File: config.mk
export PLATFORM = sky130hd
export DESIGN_NAME = tx_pcm_port
export DESIGN_NICKNAME = d
export VERILOG_FILES = /design/src/rtl/tx_pcm_pkg.sv /design/src/rtl/tx_pcm_edge_det.sv /design/src/rtl/tx_pcm_frame_ctrl.sv /design/src/rtl/tx_pcm_shifter.sv /design/src/rtl/tx_pcm_port.sv
export SDC_FILE = /design/constraint.sdc
export NUM_CORES = 1
export LEC_CHECK = 0
export ABC_AREA = 1
export BUFFER_PORTS_ARGS = -buffer_cell sky130_fd_sc_hd__buf_2
export CAP_MARGIN = 15
export CORE_ASPECT_RATIO = 1.75
export CORE_MARGIN = 3
export CORE_UTILIZATION = 35
export CTS_BUF_LIST = sky130_fd_sc_hd__clkbuf_16
export CTS_CLUSTER_DIAMETER = 30
export DETAILED_ROUTE_END_ITERATION = 6
export HOLD_SLACK_MARGIN = 0.02
export PLACE_DENSITY = 0.59
export SETUP_SLACK_MARGIN = 0.2
export SLEW_MARGIN = 20
export SYNTH_ARGS = -nofsm -noshare
export SYNTH_HDL_FRONTEND = slang
export SYNTH_SLANG_ARGS = --single-unit
export TNS_END_PERCENT = 10
File: constraint.sdc
create_clock -name clk -period 3.2 [get_ports clk]
set_clock_uncertainty 0.2 [all_clocks]
set_input_delay 0.64 -clock clk [delete_from_list [all_inputs] [get_ports clk]]
set_output_delay 0.64 -clock clk [all_outputs]
set_load 0.005 [all_outputs]
File: src/rtl/tx_pcm_pkg.sv
package tx_pcm_pkg;

    // Per-channel variant picked in the input sampling pipe
    typedef enum logic [1:0] {
        EDGE_RISE  = 2'd0,
        EDGE_FALL  = 2'd1,
        EDGE_LEVEL = 2'd2
    } edge_mode_e;

    // Channel positions inside the sampled input vector
    localparam int CH_SYNC_RISE = 0;
    localparam int CH_EN_RISE   = 1;
    localparam int CH_EN_LEVEL  = 2;
    localparam int CH_DC_RISE   = 3;
    localparam int CH_DC_FALL   = 4;
    localparam int NUM_CH       = 5;

endpackage

File: src/rtl/tx_pcm_edge_det.sv
module tx_pcm_edge_det #(
    parameter int                 N     = 5,
    parameter logic [2*N-1:0]     MODES = '0
) (
    input  logic         clk,
    input  logic         rst_n,
    input  logic [N-1:0] raw,
    output logic [N-1:0] evt
);
    import tx_pcm_pkg::*;

    typedef struct packed {
        logic [N-1:0] smp;
        logic [N-1:0] prev;
    } pipe_t;

    pipe_t pipe_d, pipe_q;

    always_comb begin
        pipe_d      = pipe_q;
        pipe_d.smp  = raw;
        pipe_d.prev = pipe_q.smp;
    end

    always_ff @(posedge clk or negedge rst_n) begin
        if (!rst_n) begin
            pipe_q <= '0;
        end else begin
            pipe_q <= pipe_d;
        end
    end

    for (genvar i = 0; i < N; i++) begin : g_ch
        localparam logic [1:0] MODE = MODES[2*i +: 2];
        if (MODE == EDGE_RISE) begin : g_rise
            assign evt[i] = pipe_q.smp[i] & ~pipe_q.prev[i];
        end else if (MODE == EDGE_FALL) begin : g_fall
            assign evt[i] = ~pipe_q.smp[i] & pipe_q.prev[i];
        end else begin : g_level
            assign evt[i] = pipe_q.prev[i];
        end
    end

endmodule

File: src/rtl/tx_pcm_frame_ctrl.sv
module tx_pcm_frame_ctrl #(
    parameter int SPACING_MIN = 2
) (
    input  logic clk,
    input  logic rst_n,
    input  logic sync_rise,
    input  logic en_rise,
    input  logic dc_fall,
    output logic load,
    output logic start,
    output logic err
);
    localparam int              CNT_W   = $clog2(SPACING_MIN + 1);
    localparam logic [CNT_W-1:0] GAP_SAT = CNT_W'(SPACING_MIN);

    typedef struct packed {
        logic             armed;
        logic [CNT_W-1:0] gap;
        logic             start;
        logic             err;
    } ctrl_t;

    ctrl_t ctrl_d, ctrl_q;

    assign load = en_rise & ctrl_q.armed;

    always_comb begin
        ctrl_d = ctrl_q;

        // arming: a new sync edge prepares the next enable edge
        if (load) begin
            ctrl_d.armed = 1'b0;
        end
        if (sync_rise) begin
            ctrl_d.armed = 1'b1;
        end

        // falling data clock edges since the latest enable rise, saturating
        if (en_rise) begin
            ctrl_d.gap = '0;
        end else if (dc_fall && (ctrl_q.gap < GAP_SAT)) begin
            ctrl_d.gap = ctrl_q.gap + 1'b1;
        end

        ctrl_d.start = load;
        ctrl_d.err   = load && (ctrl_q.gap < GAP_SAT);
    end

    always_ff @(posedge clk or negedge rst_n) begin
        if (!rst_n) begin
            ctrl_q       <= '0;
            ctrl_q.gap   <= GAP_SAT;
        end else begin
            ctrl_q <= ctrl_d;
        end
    end

    assign start = ctrl_q.start;
    assign err   = ctrl_q.err;

endmodule

File: src/rtl/tx_pcm_shifter.sv
module tx_pcm_shifter #(
    parameter int WORD_W = 8
) (
    input  logic              clk,
    input  logic              rst_n,
    input  logic              load,
    input  logic              shift,
    input  logic [WORD_W-1:0] word,
    output logic              sdata
);
    typedef struct packed {
        logic [WORD_W-1:0] sh;
    } shift_t;

    shift_t sh_d, sh_q;

    always_comb begin
        sh_d = sh_q;
        if (load) begin
            sh_d.sh = word;
        end else if (shift) begin
            // rotate so the sign bit comes back after the last bit
            sh_d.sh = {sh_q.sh[WORD_W-2:0], sh_q.sh[WORD_W-1]};
        end
    end

    always_ff @(posedge clk or negedge rst_n) begin
        if (!rst_n) begin
            sh_q <= '0;
        end else begin
            sh_q <= sh_d;
        end
    end

    assign sdata = sh_q.sh[WORD_W-1];

endmodule

File: src/rtl/tx_pcm_port.sv
module tx_pcm_port #(
    parameter int WORD_W      = 8,
    parameter int SPACING_MIN = 2
) (
    input  logic              clk,
    input  logic              rst_n,
    input  logic              dclk,
    input  logic              tx_en,
    input  logic              msync,
    input  logic [WORD_W-1:0] pcm_word,
    output logic              tx_data,
    output logic              tx_oe,
    output logic              conv_start,
    output logic              spacing_err
);
    import tx_pcm_pkg::*;

    localparam logic [2*NUM_CH-1:0] CH_MODES = {
        EDGE_FALL,   // CH_DC_FALL
        EDGE_RISE,   // CH_DC_RISE
        EDGE_LEVEL,  // CH_EN_LEVEL
        EDGE_RISE,   // CH_EN_RISE
        EDGE_RISE    // CH_SYNC_RISE
    };

    logic [NUM_CH-1:0] raw;
    logic [NUM_CH-1:0] evt;
    logic              load;
    logic              shift;

    assign raw = {dclk, dclk, tx_en, tx_en, msync};

    tx_pcm_edge_det #(
        .N     (NUM_CH),
        .MODES (CH_MODES)
    ) u_edges (
        .clk   (clk),
        .rst_n (rst_n),
        .raw   (raw),
        .evt   (evt)
    );

    tx_pcm_frame_ctrl #(
        .SPACING_MIN (SPACING_MIN)
    ) u_ctrl (
        .clk       (clk),
        .rst_n     (rst_n),
        .sync_rise (evt[CH_SYNC_RISE]),
        .en_rise   (evt[CH_EN_RISE]),
        .dc_fall   (evt[CH_DC_FALL]),
        .load      (load),
        .start     (conv_start),
        .err       (spacing_err)
    );

    // shift clock is the data clock gated by the enable
    assign shift = evt[CH_DC_RISE] & evt[CH_EN_LEVEL];

    tx_pcm_shifter #(
        .WORD_W (WORD_W)
    ) u_shift (
        .clk   (clk),
        .rst_n (rst_n),
        .load  (load),
        .shift (shift),
        .word  (pcm_word),
        .sdata (tx_data)
    );

    assign tx_oe = evt[CH_EN_LEVEL];

endmodule

# Word-level counts from Yosys, hierarchy flattened
# Index checks and enable logic that the tools add are counted.
[op_classes]
addsub = 1
n_lt_le_gt_ge = 1
mux = 6
bitwise_logic = 10
n_reduce_logical = 5
[ops]
columns = ["cell", "count"]
rows = [
  ["8-bit two-way mux", 2],
  ["1-bit AND", 6],
  ["2-bit nonzero test", 3],
  ["2-bit two-way mux", 2],
  ["1-bit NOT", 4],
  ["2-bit by 1-bit adder with 2-bit output, second input constant", 1],
  ["1-bit logical AND", 2],
  ["2-bit less-than comparator, second input constant", 1],
  ["1-bit two-way mux", 2],
]
[word_totals]
reg_bits = 21
input_bits = 13
out_inout_bits = 4
word_cells = 30

# Logic depth before layout (Yosys ltp)
[depth]
ltp_word = 5
ltp_mapped = 7
ltp_nobuf = 6

# Cells and area by module
# A second synthesis with hierarchy kept.
[unflattened]
hier_cells = 82
hier_area_um2 = 863.3
[by_module_without_submodules]
columns = ["mod", "instances", "cells_per_inst", "area_per_inst_um2", "seq_area_each_um2"]
rows = [
  ["tx_pcm_shifter", 1, 44, 374.1, 200.2],
  ["tx_pcm_edge_det", 1, 19, 297.8, 250.2],
  ["tx_pcm_frame_ctrl", 1, 17, 183.9, 126.4],
  ["tx_pcm_port", 1, 2, 7.5, 0.0],
]

# Worst setup path after synthesis
# Ideal clock, no wire load.
[synth_timing]
path_kind = "register to output"
startpoint = "register, netlist name u_edges.pipe_q[1]"
endpoint = "output port tx_oe"
arrival_ns = 0.407
t_required_ns = 2.360
path_slack_ns = 1.953
path_stages_with_launch = 1
path_buffers = 0
path_cell_list = "dfrtp_1"
[synth_rtl]
columns = ["element", "line_no", "text"]
rows = [
  ["end, declared", "tx_pcm_port.sv:12", "output logic tx_oe,"],
]

==> run summary <==
WL/cell = 12.1 um
CTS tree = yes
synthesized area = 877 um2
CP cell instances = buf_2
final hold vios = 0
Overall Power = 636 uW
gr usage total = 12.5%
vertical die dimension = 72.2 um
share of layout cells above drive strength 1 = 25.7%
max_cap viols = 0
initial antenna violation count = 0
vias in the first global route = 688
Worst-Margin Slew = 474 ps
Worst setup SP type = register
Post-synth EDFFs = 0
Area growth, synth to finish = 16.4%
I/O pins = 17
hold_buf cts = 0
clock share of power = 39.6%
total congestion overflow = 0
PD cells = 623 nW/um2
final-report setup violation count = 0
Buf/Inv on CP = 1
Sw Pwr = 156 uW
critical path data arrival time = 1080 ps
status = complete, no violations
DRT antenna net count = 0
Combinational Power Share = 11.6%
row cnt = 23
post-cts resize count = 0
Yosys cell types = 16
Synth Net Count = 106
Via density = 5.16
delay-heaviest family, CP = flip-flops
drt first-iter violations = 36
CTS Buffer Depth = 2
Async SR Flop Fraction = 100%
Final TNS setup = 0 ps
total CTS buffers = 3
Req. time, crit path = 2360 ps
drt drc = 0
post-synthesis sequential area ratio = 54.4%
syn_area_per_cell = 9.43 um2
Critical Path Fanout Max = 12
final core utilization = 43.8%
prevailing post-synth register cell = dfrtp_1
full die area = 3170 um2
Pint = 480 uW
Leakage = 0.546 nW
RSZ-0062 raised after global routing = false
DR vias = 692
clk root buf = clkbuf_16
Crit-path slowest cell = dfrtp_1
Largest stage delay, worst path = 630 ps
Setup CP Type = register to output pin
largest net degree at the start of global routing = 20
clock period minus worst slack = 1920 ps
final net count = 123
H-Tree Depth = 1
crit end category = output pin
Starting Density = 37.6%
Peak VDD IR = 0.000482 V
Tcrit/Tclk final = 60.1%
Gate Count Post-Synth = 93
wirelength, routed = 1620 um
share of the synthesized area in the top cell type = 51.4%
clock-pin slew of the registers on the worst-case setup and hold paths = 50 ps
Max Slew Vio Count = 0
first-pass GRT wire length = 2970 um
Yosys top cell by area = dfrtp_1
antenna cells = 0
Ys Warns = 0
share of power burned in registers = 48.8%
flops & latches, synth = 19
minimum hold slack = 120 ps
placer congestion estimate = 0.819
Hold Crit Class = primary input to async pin
DIE WIDTH = 43.8 um
fmax = 520 MHz
hpwl dp = 1220 um
switching share of power = 24.5%
First-pass DRT Iterations = 4
top area cells in the synthesized netlist = dfrtp_1, nand4_1, nand2_1
Max-slew headroom = 68.4%
insertion delay to the later sink of the worst-skew pair = 250 ps
CORE AREA = 2330 um2
clk sinks = 19
Setup Fix Bufs, Post-CTS = 0
PortBufs = 16
[power groups by stage]
stage | Combinational, mW | Clock, mW | Sequential [mW]
global placement | 0.0726 | 0 | 0.314
finish | 0.0739 | 0.252 | 0.310
global route | 0.0862 | 0.274 | 0.316
CTS | 0.0759 | 0.260 | 0.310
floorplan | 0.0640 | 0 | 0.300
detailed placement | 0.0755 | 0 | 0.314
[layout make-up]
cell class | count | area (um2)
fillers | 237 | 1310
flip-flops and latches | 19 | 477
multi-input cells | 54 | 288
repair buffers | 16 | 80.1
clock buffers | 3 | 75.1
inverters | 16 | 65.1
well taps | 25 | 31.3
clock inverters | 1 | 5.00
[cells by family (layout without fill, tap and decap cells)]
kind of cell	Yosys count	in the layout	share of synthesized area [%]
DFF	19	19	54.4
AOI/OAI and AO/OA	2	2	1.14
buffers and inverters	20	36	12.8
and+or+nand+nor	52	52	31.7
[synthesized netlist by cell type, types with 2 or more instances]
cell type	count
inv_2	3
nor2_1	2
inv_1	12
nand4_1	16
dfrtp_1	18
nand3_1	11
buf_6	3
nand2_1	20
[sequential cells by signal (all words and copies together), names as in the netlist]
name and flops:
u_edges.pipe_d 3, u_ctrl.start 1, u_ctrl.err 1, u_edges.pipe_q 3, u_shift.sh_q 8, u_ctrl.ctrl_q 3
[layer usage]
layer	vias to the layer above	track usage [%]	wire [um]
li1	342	-	-
met1	327	13.9	649
met2	19	20.9	851
met3	4	2.98	78
met4	0	7.38	44
met5	-	0	0
[cells in the final DEF (no fill, tap or decap), drive strengths merged]
cell type	instances
nand2	21
dfrtp	18
nand4	16
buf	16
inv	15
nand3	12
clkbuf	3
nor2	3
clkinv	2
a21oi	1
o21ai	1
dfstp	1
[final timing paths]
| kind | slack (ps) | from | to | depth (start not counted) |
|---|---|---|---|---|
| min | 120 | rst_n | u_ctrl.ctrl_q[2] | 1 |
| max in group asynchronous | 2350 | rst_n | u_ctrl.ctrl_q[3] | 1 |
| max reg2reg | 1820 | u_edges.pipe_q[1] | u_shift.sh_q[5] | 4 |
| min in group clk | 170 | u_edges.pipe_d[0] | u_edges.pipe_q[0] | 0 |
| max | 1280 | u_edges.pipe_q[1] | tx_oe | 1 |
| min reg2reg | 170 | u_edges.pipe_d[0] | u_edges.pipe_q[0] | 0 |
[per-stage QoR]
step | area [um2] | instances | worst slack (ps)
final | 1020 | 134 | 1280
after global routing | 1020 | 134 | 1200
after CTS | 1020 | 134 | 1270
after detailed placement | 941 | 130 | 1540
after global placement | 941 | 130 | 1560
after floorplan | 877 | 93 | 1950
Power figures use the tool's default switching activity.
